`src/rtl/rxr_pkg.sv`:
```
package rxr_pkg;
  localparam int PAGE_W      = 8;
  localparam int ADDR_W      = PAGE_W + 8;
  localparam int WORD_W      = 16;
  localparam int CNT_W       = 14;
  localparam int HDR_WORDS   = 4;
  localparam int PAGE_WLOG2  = 7;

  typedef logic [ADDR_W-1:0] baddr_t;
  typedef logic [PAGE_W-1:0] page_t;
  typedef logic [WORD_W-1:0] word_t;

  localparam word_t EVT_DONE = 16'h0008;
  localparam word_t STS_GOOD = 16'h2000;
  localparam word_t STS_BAD  = 16'h0001;

  typedef enum logic [2:0] {
    S_IDLE, S_DATA, S_DROP, S_H_CNT, S_H_NXT, S_H_STS, S_H_EVT
  } wr_state_t;

  // Byte address of the word after a, wrapping from the top word of hi to lo.
  function automatic baddr_t ring_step(baddr_t a, page_t lo, page_t hi);
    logic [ADDR_W-2:0] w;
    w = a[ADDR_W-1:1];
    if (w >= {hi, {PAGE_WLOG2{1'b1}}}) return {lo, 8'h00};
    w = w + 1'b1;
    return {w, 1'b0};
  endfunction

  // Number of 16-bit words in the ring.
  function automatic baddr_t ring_words(page_t lo, page_t hi);
    return (baddr_t'(hi) - baddr_t'(lo) + 1'b1) << PAGE_WLOG2;
  endfunction

  // Words usable from 'from' up to and including the stop word.
  function automatic baddr_t ring_space(baddr_t from, baddr_t stop, page_t lo, page_t hi);
    baddr_t base_w, pf, ps;
    base_w = baddr_t'({lo, {PAGE_WLOG2{1'b0}}});
    pf = baddr_t'(from[ADDR_W-1:1]) - base_w;
    ps = baddr_t'(stop[ADDR_W-1:1]) - base_w;
    if (ps >= pf) return ps - pf + 1'b1;
    return ps + ring_words(lo, hi) - pf + 1'b1;
  endfunction
endpackage

```
`src/rtl/rxr_hdr_addr.sv`:
```
module rxr_hdr_addr
  import rxr_pkg::*;
#(
  parameter int NWORDS = HDR_WORDS
) (
  input  baddr_t base,
  input  page_t  lo,
  input  page_t  hi,
  output baddr_t hdr_a [NWORDS],
  output baddr_t data_a
);
  baddr_t chain [NWORDS+1];

  assign chain[0] = base;
  for (genvar k = 1; k <= NWORDS; k++) begin : g_step
    assign chain[k] = ring_step(chain[k-1], lo, hi);
  end
  for (genvar k = 0; k < NWORDS; k++) begin : g_out
    assign hdr_a[k] = chain[k];
  end
  assign data_a = chain[NWORDS];
endmodule

```
`src/rtl/rxr_packer.sv`:
```
module rxr_packer
  import rxr_pkg::*;
(
  input  logic             clk,
  input  logic             rst_n,
  input  logic             start,
  input  logic             take,
  input  logic             last,
  input  logic [7:0]       din,
  output logic             emit,
  output word_t            word,
  output logic [CNT_W-1:0] nbytes
);
  logic             pend;
  logic [7:0]       low_b;
  logic [CNT_W-1:0] cnt;
  logic             pend_eff;
  logic [CNT_W-1:0] cnt_eff;

  always_comb begin
    pend_eff = start ? 1'b0 : pend;
    cnt_eff  = start ? '0 : cnt;
    emit     = take && (pend_eff || last);
    word     = pend_eff ? {din, low_b} : {8'h00, din};
    nbytes   = cnt_eff + 1'b1;
  end

  always_ff @(posedge clk) begin
    if (!rst_n) begin
      pend  <= 1'b0;
      low_b <= '0;
      cnt   <= '0;
    end else if (take) begin
      pend  <= !pend_eff && !last;
      low_b <= din;
      cnt   <= nbytes;
    end
  end
endmodule

```
`src/rtl/rxr_room.sv`:
```
module rxr_room
  import rxr_pkg::*;
(
  input  logic   clk,
  input  logic   rst_n,
  input  page_t  lo,
  input  page_t  hi,
  input  logic   stop_we,
  input  baddr_t stop_wdata,
  input  logic   commit,
  input  baddr_t commit_words,
  input  baddr_t next_start,
  output baddr_t room
);
  always_ff @(posedge clk) begin
    if (!rst_n) begin
      room <= ring_space({lo, 8'h00}, {hi, 8'hFE}, lo, hi);
    end else if (stop_we) begin
      room <= ring_space(next_start, stop_wdata, lo, hi);
    end else if (commit) begin
      room <= room - commit_words;
    end
  end
endmodule

```
`src/rtl/rxr_writer.sv`:
```
module rxr_writer
  import rxr_pkg::*;
(
  input  logic        clk,
  input  logic        rst_n,
  input  logic [7:0]  cfg_lo_page,
  input  logic [7:0]  cfg_hi_page,
  input  logic        cfg_discard_bad,
  input  logic        stop_we,
  input  logic [15:0] stop_wdata,
  input  logic        in_valid,
  input  logic        in_sof,
  input  logic        in_eof,
  input  logic        in_err,
  input  logic [7:0]  in_data,
  output logic        mem_we,
  output logic [14:0] mem_addr,
  output logic [15:0] mem_wdata,
  output logic        rx_irq,
  output logic        rx_ovf
);
  wr_state_t        st;
  baddr_t           wp, hs, dp, dwords, nxt_q;
  logic [CNT_W-1:0] cnt_q;
  logic             err_q;

  logic              wr_en_q, irq_q, ovf_q, cnt_wr_q;
  logic [ADDR_W-2:0] wr_addr_q;
  word_t             wr_data_q;

  // Named events used by the FSM and by the checker.
  logic             start, take, bad, fits;
  logic             ev_drop, ev_data_wr, ev_clear, ev_end_ok, ev_commit_begin, ev_discard;
  logic             pk_emit;
  word_t            pk_word;
  logic [CNT_W-1:0] pk_nbytes;
  baddr_t           dw_eff, base, d0, wr_addr_data, next_after, room;
  baddr_t           hdr_a [HDR_WORDS];

  assign start = (st == S_IDLE) && in_valid && in_sof;
  assign take  = start || ((st == S_DATA) && in_valid);
  assign bad   = in_err && cfg_discard_bad;

  rxr_packer u_pack (
    .clk(clk), .rst_n(rst_n), .start(start), .take(take), .last(in_eof),
    .din(in_data), .emit(pk_emit), .word(pk_word), .nbytes(pk_nbytes)
  );

  assign base = start ? wp : hs;

  rxr_hdr_addr #(.NWORDS(HDR_WORDS)) u_hdr (
    .base(base), .lo(cfg_lo_page), .hi(cfg_hi_page), .hdr_a(hdr_a), .data_a(d0)
  );

  always_comb begin
    dw_eff          = start ? '0 : dwords;
    fits            = (dw_eff + baddr_t'(HDR_WORDS + 1)) <= room;
    wr_addr_data    = start ? d0 : dp;
    next_after      = ring_step(wr_addr_data, cfg_lo_page, cfg_hi_page);
    ev_drop         = start ? !fits : (take && pk_emit && !fits);
    ev_data_wr      = take && pk_emit && fits;
    ev_clear        = start && fits && !in_eof;
    ev_end_ok       = take && in_eof && fits;
    ev_commit_begin = ev_end_ok && !bad;
    ev_discard      = ev_end_ok && bad;
  end

  rxr_room u_room (
    .clk(clk), .rst_n(rst_n), .lo(cfg_lo_page), .hi(cfg_hi_page),
    .stop_we(stop_we), .stop_wdata(stop_wdata),
    .commit(st == S_H_EVT), .commit_words(dwords + baddr_t'(HDR_WORDS)),
    .next_start((st == S_H_EVT) ? nxt_q : wp), .room(room)
  );

  always_ff @(posedge clk) begin
    if (!rst_n) begin
      st        <= S_IDLE;
      wp        <= {cfg_lo_page, 8'h00};
      hs        <= '0;
      dp        <= '0;
      dwords    <= '0;
      nxt_q     <= '0;
      cnt_q     <= '0;
      err_q     <= 1'b0;
      wr_en_q   <= 1'b0;
      wr_addr_q <= '0;
      wr_data_q <= '0;
      irq_q     <= 1'b0;
      ovf_q     <= 1'b0;
      cnt_wr_q  <= 1'b0;
    end else begin
      wr_en_q  <= 1'b0;
      irq_q    <= 1'b0;
      ovf_q    <= ev_drop;
      cnt_wr_q <= 1'b0;
      if (ev_data_wr) begin
        wr_en_q   <= 1'b1;
        wr_addr_q <= wr_addr_data[ADDR_W-1:1];
        wr_data_q <= pk_word;
        dp        <= next_after;
        dwords    <= dw_eff + 1'b1;
      end
      if (ev_clear) begin
        wr_en_q   <= 1'b1;
        wr_addr_q <= hdr_a[0][ADDR_W-1:1];
        wr_data_q <= '0;
      end
      unique case (st)
        S_IDLE: if (start) begin
          if (!fits) begin
            st <= in_eof ? S_IDLE : S_DROP;
          end else begin
            hs <= wp;
            if (!in_eof) begin
              dp     <= d0;
              dwords <= '0;
              st     <= S_DATA;
            end
          end
        end
        S_DATA: if (ev_drop) st <= in_eof ? S_IDLE : S_DROP;
        S_DROP: if (in_valid && in_eof) st <= S_IDLE;
        S_H_CNT: begin
          wr_en_q   <= 1'b1;
          wr_addr_q <= hdr_a[3][ADDR_W-1:1];
          wr_data_q <= word_t'(cnt_q);
          cnt_wr_q  <= 1'b1;
          st        <= S_H_NXT;
        end
        S_H_NXT: begin
          wr_en_q   <= 1'b1;
          wr_addr_q <= hdr_a[2][ADDR_W-1:1];
          wr_data_q <= nxt_q;
          st        <= S_H_STS;
        end
        S_H_STS: begin
          wr_en_q   <= 1'b1;
          wr_addr_q <= hdr_a[1][ADDR_W-1:1];
          wr_data_q <= err_q ? STS_BAD : STS_GOOD;
          st        <= S_H_EVT;
        end
        S_H_EVT: begin
          wr_en_q   <= 1'b1;
          wr_addr_q <= hdr_a[0][ADDR_W-1:1];
          wr_data_q <= EVT_DONE;
          irq_q     <= 1'b1;
          wp        <= nxt_q;
          st        <= S_IDLE;
        end
        default: st <= S_IDLE;
      endcase
      if (ev_commit_begin) begin
        nxt_q <= next_after;
        cnt_q <= pk_nbytes;
        err_q <= in_err;
        st    <= S_H_CNT;
      end
      if (ev_discard) st <= S_IDLE;
    end
  end

  assign mem_we    = wr_en_q;
  assign mem_addr  = wr_addr_q;
  assign mem_wdata = wr_data_q;
  assign rx_irq    = irq_q;
  assign rx_ovf    = ovf_q;
endmodule

```
`config.mk`:
```
export PLATFORM = sky130hd
export DESIGN_NAME = rxr_writer
export DESIGN_NICKNAME = d
export VERILOG_FILES = /design/src/rtl/rxr_pkg.sv /design/src/rtl/rxr_hdr_addr.sv /design/src/rtl/rxr_packer.sv /design/src/rtl/rxr_room.sv /design/src/rtl/rxr_writer.sv
export SDC_FILE = /design/constraint.sdc
export NUM_CORES = 1
export LEC_CHECK = 0
export ABC_AREA = 1
export ABC_CLOCK_PERIOD_IN_PS = 12350
export BUFFER_PORTS_ARGS = -buffer_cell sky130_fd_sc_hd__buf_2
export CAP_MARGIN = 40
export CELL_PAD_IN_SITES_DETAIL_PLACEMENT = 0
export CELL_PAD_IN_SITES_GLOBAL_PLACEMENT = 1
export CORE_MARGIN = 2
export CORE_UTILIZATION = 42
export DETAILED_ROUTE_END_ITERATION = 10
export GPL_ROUTABILITY_DRIVEN = 0
export GPL_TIMING_DRIVEN = 0
export PLACE_DENSITY = 0.86
export SYNTH_ARGS = -nofsm -noshare
export SYNTH_HDL_FRONTEND = slang
export SYNTH_SLANG_ARGS = --single-unit
```
`constraint.sdc`:
```
create_clock -name clk -period 12.35 [get_ports clk]
set_clock_uncertainty 0.05 [all_clocks]
set_input_delay 3.0875 -clock clk [delete_from_list [all_inputs] [get_ports clk]]
set_output_delay 3.0875 -clock clk [all_outputs]
set_load 0.02 [all_outputs]
```
# Word-level counts from Yosys, hierarchy flattened
# Index checks and enable logic that the tools add are counted.
[totals]
inputBits = 48
register_bits = 171
elab_cells = 165
output_inout_bits = 34
[op_classes]
n_reduce_logical = 30
order_cmp = 8
bitwise = 1
muxes = 65
eq_ne = 15
addsub = 26
[ops]
columns = ["op", "n"]
rows = [
  ["$mux 16", 35],
  ["$add 16x1->16 const B", 5],
  ["$sub 16x16->16", 5],
  ["$add 15x1->15 const B", 5],
  ["$ge 15x15->1", 5],
  ["$pmux 16 s4", 1],
  ["$sub 15x15->16", 4],
  ["$pmux 15 s4", 1],
  ["$add 16x16->16", 2],
  ["$add 16x3->16 const B", 2],
  ["$ge 16x16->1", 2],
  ["$mux 15", 2],
  ["$mux 14", 2],
  ["$pmux 3 s6", 1],
  ["$le 16x16->1", 1],
  ["$logic_and 1x1->1", 16],
  ["$mux 1", 16],
  ["$mux 3", 5],
  ["$add 14x1->14 const B", 1],
  ["$ne 3x3->1 const B", 4],
  ["$add 9x1->9 const B", 1],
  ["$eq 3x3->1 const B", 3],
  ["$sub 8x8->9", 1],
  ["$reduce_and 4->1", 2],
  ["other kinds (15)", 23],
]

# Logic depth before layout (Yosys ltp)
[depth]
word_depth = 25
depth_mapped = 71

# By module
# Synthesis repeated with hierarchy kept, for this count alone.
[unflattened]
cells_unflattened = 3013
hier_area_um2 = 18994.5
[by_module_without_submodules]
columns = ["mod", "area_each_um2", "seq_area_each_um2", "n_inst", "cells_each"]
rows = [
  ["rxr_writer", 8349.3, 2602.5, 1, 1301],
  ["rxr_room", 5955.7, 480.5, 1, 871],
  ["rxr_hdr_addr", 3189.3, 0.0, 1, 608],
  ["rxr_packer", 1500.2, 460.4, 1, 233],
]

# Least setup slack after synthesis
# OpenSTA, ideal clock, no wires.
[synth_timing]
path_type = "in2reg"
startpoint = "input in_sof"
endpoint = "register dp[11]"
t_required_ps = 12181
slack_ps = -591
path_stages = 62
arrival_time_ps = 12772
setup_time_ps = 119
path_cell_list = "nand2_1 > inv_2 > nand3_4 > buf_6 > buf_2 > clkbuf_1 > o21ai_0 > inv_1 > ha_1 > nand2_1 > nor2_1 > nand2_1 > nor3_1 > nand3_2 > nand3_2 > buf_6 > inv_1 > o21ai_0 > (+26 left out) > buf_6 > nand2_1 > nand2_1 > nand2_1 > nand2_1 > inv_1 > ha_1 > a21oi_1 > nor2_1 > a211oi_1 > nor2_1 > a2111oi_0 > nand2_2 > nor2_4 > buf_6 > nand2_2 > nand3_1 > a21oi_1"
[synth_via]
elab_chain_len = 23
[synth_lines]
columns = ["item", "line_no", "rtl"]
rows = [
  ["from (decl)", "rxr_writer.sv:12", "input logic in_sof,"],
  ["$logic_and 1x1->1 *", "rxr_writer.sv:40", "assign start = (st == S_IDLE) && in_valid && in_sof;"],
  ["$mux 16", "rxr_writer.sv:49", "assign base = start ? wp : hs;"],
  ["$ge 15x15->1", "rxr_pkg.sv:25", "if (w >= {hi, {PAGE_WLOG2{1'b1}}}) return {lo, 8'h00};"],
  ["$mux 1", "rxr_pkg.sv:25", ""],
  ["$mux 16", "rxr_pkg.sv:26", "w = w + 1'b1;"],
  ["$ge 15x15->1", "rxr_pkg.sv:25", ""],
  ["$mux 1", "rxr_pkg.sv:25", ""],
  ["$mux 16", "rxr_pkg.sv:26", ""],
  ["(+7 left out)", "-", ""],
  ["$ge 15x15->1", "rxr_pkg.sv:25", ""],
  ["$mux 1", "rxr_pkg.sv:25", ""],
  ["$mux 16", "rxr_pkg.sv:26", ""],
  ["$mux 16", "rxr_writer.sv:96", "if (ev_data_wr) begin"],
  ["$mux 16", "rxr_writer.sv:114", "if (!in_eof) begin"],
  ["$mux 16", "rxr_writer.sv:110", "if (!fits) begin"],
  ["$mux 16", "rxr_writer.sv:109", "S_IDLE: if (start) begin"],
  ["$mux 16 *", "rxr_writer.sv:108", "unique case (st)"],
  ["to (signal assigned)", "rxr_writer.sv:100", "dp <= next_after;"],
  ["to (decl)", "rxr_writer.sv:23", "baddr_t wp, hs, dp, dwords, nxt_q;"],
]
# Every way passes the cells marked *; elsewhere a longest branch is shown, timed or not.
# A chain may end at the register's enable or synchronous reset.

# Final worst setup path
[layout_timing]
startpoint = "input in_valid"
endpoint = "register dp[3]"
[layout_via]
elab_chain_len = 24
[layout_lines]
columns = ["item", "line_no", "rtl"]
rows = [
  ["from (decl)", "rxr_writer.sv:11", "input logic in_valid,"],
  ["$logic_and 1x1->1 (2 in series)", "rxr_writer.sv:40", ""],
  ["$mux 16", "rxr_writer.sv:49", ""],
  ["$ge 15x15->1", "rxr_pkg.sv:25", ""],
  ["$mux 1", "rxr_pkg.sv:25", ""],
  ["$mux 16", "rxr_pkg.sv:26", ""],
  ["$ge 15x15->1", "rxr_pkg.sv:25", ""],
  ["$mux 1", "rxr_pkg.sv:25", ""],
  ["$mux 16", "rxr_pkg.sv:26", ""],
  ["(+7 left out)", "-", ""],
  ["$ge 15x15->1", "rxr_pkg.sv:25", ""],
  ["$mux 1", "rxr_pkg.sv:25", ""],
  ["$mux 16", "rxr_pkg.sv:26", ""],
  ["$mux 16", "rxr_writer.sv:96", ""],
  ["$mux 16", "rxr_writer.sv:114", ""],
  ["$mux 16", "rxr_writer.sv:110", ""],
  ["$mux 16", "rxr_writer.sv:109", ""],
  ["$mux 16 *", "rxr_writer.sv:108", ""],
]
# Marked as above.

==> results.md <==
* ANT nets after route at 0
* Max H-tree Level at 4
* Worst setup startpoint: in_valid
* Maximum VDD drop at around 0.00011 V
* CTS Root Cell: clkbuf_16
* Reg-to-Reg Start: st[2]$_SDFFE_PP0P_
* Setup Total Neg Slack at 0 ns
* CP endpoint kind: flop
* CP peak stage delay at about 0.33 ns
* Initial core utilization at ~42%
* Antenna violations before repair at 0
* R2R Setup Slk at approximately 2.6 ns
* Rows at 74
* N_diodes at 0
* HPWL after detailed placement at 51.1 mm
* Final hold violations at 0
* Main combinational cell family by area after synthesis: simple AND/OR/NAND/NOR gates
* CTS Sinks at 167
* Pwr/cell area at 242 nW/um^2
* Setup-failing EPs final at 0
* Seq cells post-synth at 167
* Post-Syn Nets at 2,888
* Post-Syn Instances at approximately 2,600
* Area delta synth->final at 15.0%
* Placed cell count at 3,232
* Core Region at 40,800 um^2
* Period utilization at between 90% and 100%
* Yosys warnings at 0
* # port buffers at 79
* Mux contribution to synthesized area at 0.0577%
* Avg Inst Size Synth at 6.63 um^2
* Total of max-cap violations at 0
* Most common cell in the netlist: nand2_1
* DR pass1 iterations at 6
* Post-synthesis sequential area ratio at about a fifth
* Storage element area at around 3500 um^2
* Status: finished, final reports clean
* Hold Path Origin: cnt_q[13]$_SDFFE_PN0P_
* CTS Buffer Depth at 2
* CTS tree: built
* Cell taking the most area after synthesis: dfxtp_1
* Hold crit path type: flop to flop
* Most frequent CP cell: nand2_1
* TritonCTS Buffers at 17
* Largest net degree at the start of global routing at 17
* DR WL/cell at 19.7 um
* Post-synthesis xor/xnor area fraction at 5.19%
* Fin cells at 3,313
* Hold Crit Depth at 2
* Leakage at 9.57 nW
* Simple-gate share of the synthesized area at 27.0%
* Worst Setup Start Kind: primary input
* Period minus WS final at 11.91 ns
* Slew HR at 38.7%
* Aggregate global routing overflow at 0
* Worst path bufs/invs at 17
* Adder-Cell Fraction of Synth Area at between 10% and 20%
* Register-to-Register Path Depth at 62
* Worst skew pair latency at 0.46 ns
* Drt drc at 0
* Sink of the worst hold path: cnt_q[13]$_SDFFE_PN0P_
* Number of global-route vias before repair at 17,614
* Arr. time, crit path at 12.25 ns
* R2R Path End: dp[3]$_SDFF_PN0_
* Die X at 207 um
* Synth area leaders: dfxtp_1, ha_1, nand2_1
* Top cell type's share of synthesized area at 17.4%
* Worst path slowest cell: or2_2
* Multi-input gate area at 12,400 um^2
* Critical Path Fanout Max at 10
* Commonest cells in the netlist: nand2_1, inv_1, nor2_1, o21ai_0, ha_1
* Worst-Margin Slew at 0.920 ns
* Layout cells sized above 1 at about 14%
* Starting DRT DRC Count at ~1,800
* Maximum clock frequency at 83.9 MHz
* Ys flop type: dfxtp_1
* Nets at approximately 3,000
* Die Y at 207 um
* Mapped cell area at 17,300 um^2
* Number of synthesized flops with an enable pin at 16
* Distinct cells, synth at just over 60
* Global-route wire length before repair at between 90 and 100 mm
* I/O pin count at 82
* Async set-reset flop share out of synthesis at 0%
* Drt total wl at 65.3 mm
* Clk slew on worst S/H paths at 0.07 ns
* Slew Limit Fails at 0
* Post-DR vias/cell at 5.61
* Crit Path Category: primary input to flop
* Synth Area in Compound Gates at 19.1%
* Via count at 18,576
* Critical path's top delay family: simple AND/OR/NAND/NOR gates
* Die ar. at 42,900 um^2
* WP data required at 12.69 ns
* Fillers at 4,201
* GRT Util Overall at 29.6%
==> sequential cells by signal, summed over array words and instances (netlist names) <==
register and count:
mem_addr 15, dwords 16, mem_wdata 16, rx_ovf 1
u_pack.pend 1, dp 15, u_room.room 16, u_pack.low_b 8
rx_irq 1, wp 15, st 3, nxt_q 15
mem_we 1, cnt_q 14, err_q 1, u_pack.cnt 14
hs 15
==> cell usage in the layout, fill, tap and decap left out, types with 20 or more instances in the layout <==
cell and count:
buf_2 86, nand4_1 40, nand3_1 102, o21ai_0 198
buf_4 50, nor2_1 219, a211oi_1 29, nand2_2 54
inv_1 385, nand2_1 527, nor3_1 22, dfxtp_1 151
xor2_1 74, o21bai_1 20, ha_1 189, a21oi_1 173
clkbuf_1 62, fa_1 26, xnor2_1 27
==> where the power goes <==
group | switching, mW | internal [mW] | leakage [nW]
sequential | 0.0848 | 0.685 | 1.41
clock | 0.255 | 0.312 | 0.294
combinational | 2.22 | 1.27 | 7.87
total | 2.56 | 2.27 | 9.57
==> final cells by class <==
| cell class | instances | area share, % |
|---|---|---|
| multi-input combinational | 1953 | 62.0 |
| sequential | 167 | 17.6 |
| inverter | 412 | 7.78 |
| timing repair buffer | 132 | 4.05 |
| tap | 532 | 3.34 |
| clock buffer | 20 | 2.29 |
| buffer | 85 | 2.26 |
| clock inverter | 12 | 0.690 |
==> metal layers <==
layer	part of all wire, %	GRT usage, %	up-vias	wire, um
li1	-	-	8914	-
met1	41	37.3	8665	27000
met2	46	49.6	830	30100
met3	7.9	4.97	167	5180
met4	4.7	12.9	0	3040
met5	0	0	-	0
==> stage by stage <==
stage	hold WS [ns]	setup WS, ns	util, %	instance area, um^2	power, mW
6_report	0.423	0.437	48.9	19900	4.82
5_1_grt	0.446	-0.0853	48.9	19900	5.20
4_1_cts	0.419	0.000258	47.9	19600	4.58
3_5_place_dp	0.408	-2.86	45.2	18400	3.73
3_3_place_gp	0.392	-2.78	45.1	18400	3.68
2_1_floorplan	0.380	0.0679	-	17400	2.93
==> cells by family (layout without fill, tap and decap cells) <==
kind of cell,after synthesis,after routing
AO/OA/AOI/OAI,567,567
XOR/XNOR,102,102
adder cells (fa/ha/maj),223,223
buffers and inverters,498,661
flip-flops,167,167
multiplexers,1,1
AND/OR/NAND/NOR,1059,1060
==> timing repair <==
| item | 4_1_cts | 5_1_grt |
|---|---|---|
| cloned | 2 | 2 |
| gates resized for setup | 85 | 51 |
| setup buffers | 25 | 21 |
| endpoints found under the setup margin | 45 | 30 |
| hold buffers | 0 | 0 |
| pin swaps | 30 | 32 |
| endpoints found under the hold margin | 0 | 0 |
==> how the worst max path moves through the flow <==
stage / slack, ns / cells past startpoint / endpoint
finish: 0.44 / 64 / dp[3]$_SDFF_PN0_
detailed placement: -2.86 / 64 / dp[6]$_SDFF_PN0_
CTS: 0.0003 / 67 / dp[4]$_SDFF_PN0_
floorplan: 0.07 / 62 / dp[11]$_SDFF_PN0_
global route: -0.09 / 67 / dp[3]$_SDFF_PN0_
global placement: -2.78 / 64 / dp[6]$_SDFF_PN0_
==> worst register-to-register path: cells and delay by family, from the launching register on <==
family	cells	cell delay, ns
AND/OR/NAND/NOR	30	3.72
buffers and inverters	14	1.85
flip-flops	1	0.33
AO/OA/AOI/OAI	13	2.32
adder cells (fa/ha/maj)	5	1.42
(Power assumes the default switching activity.)
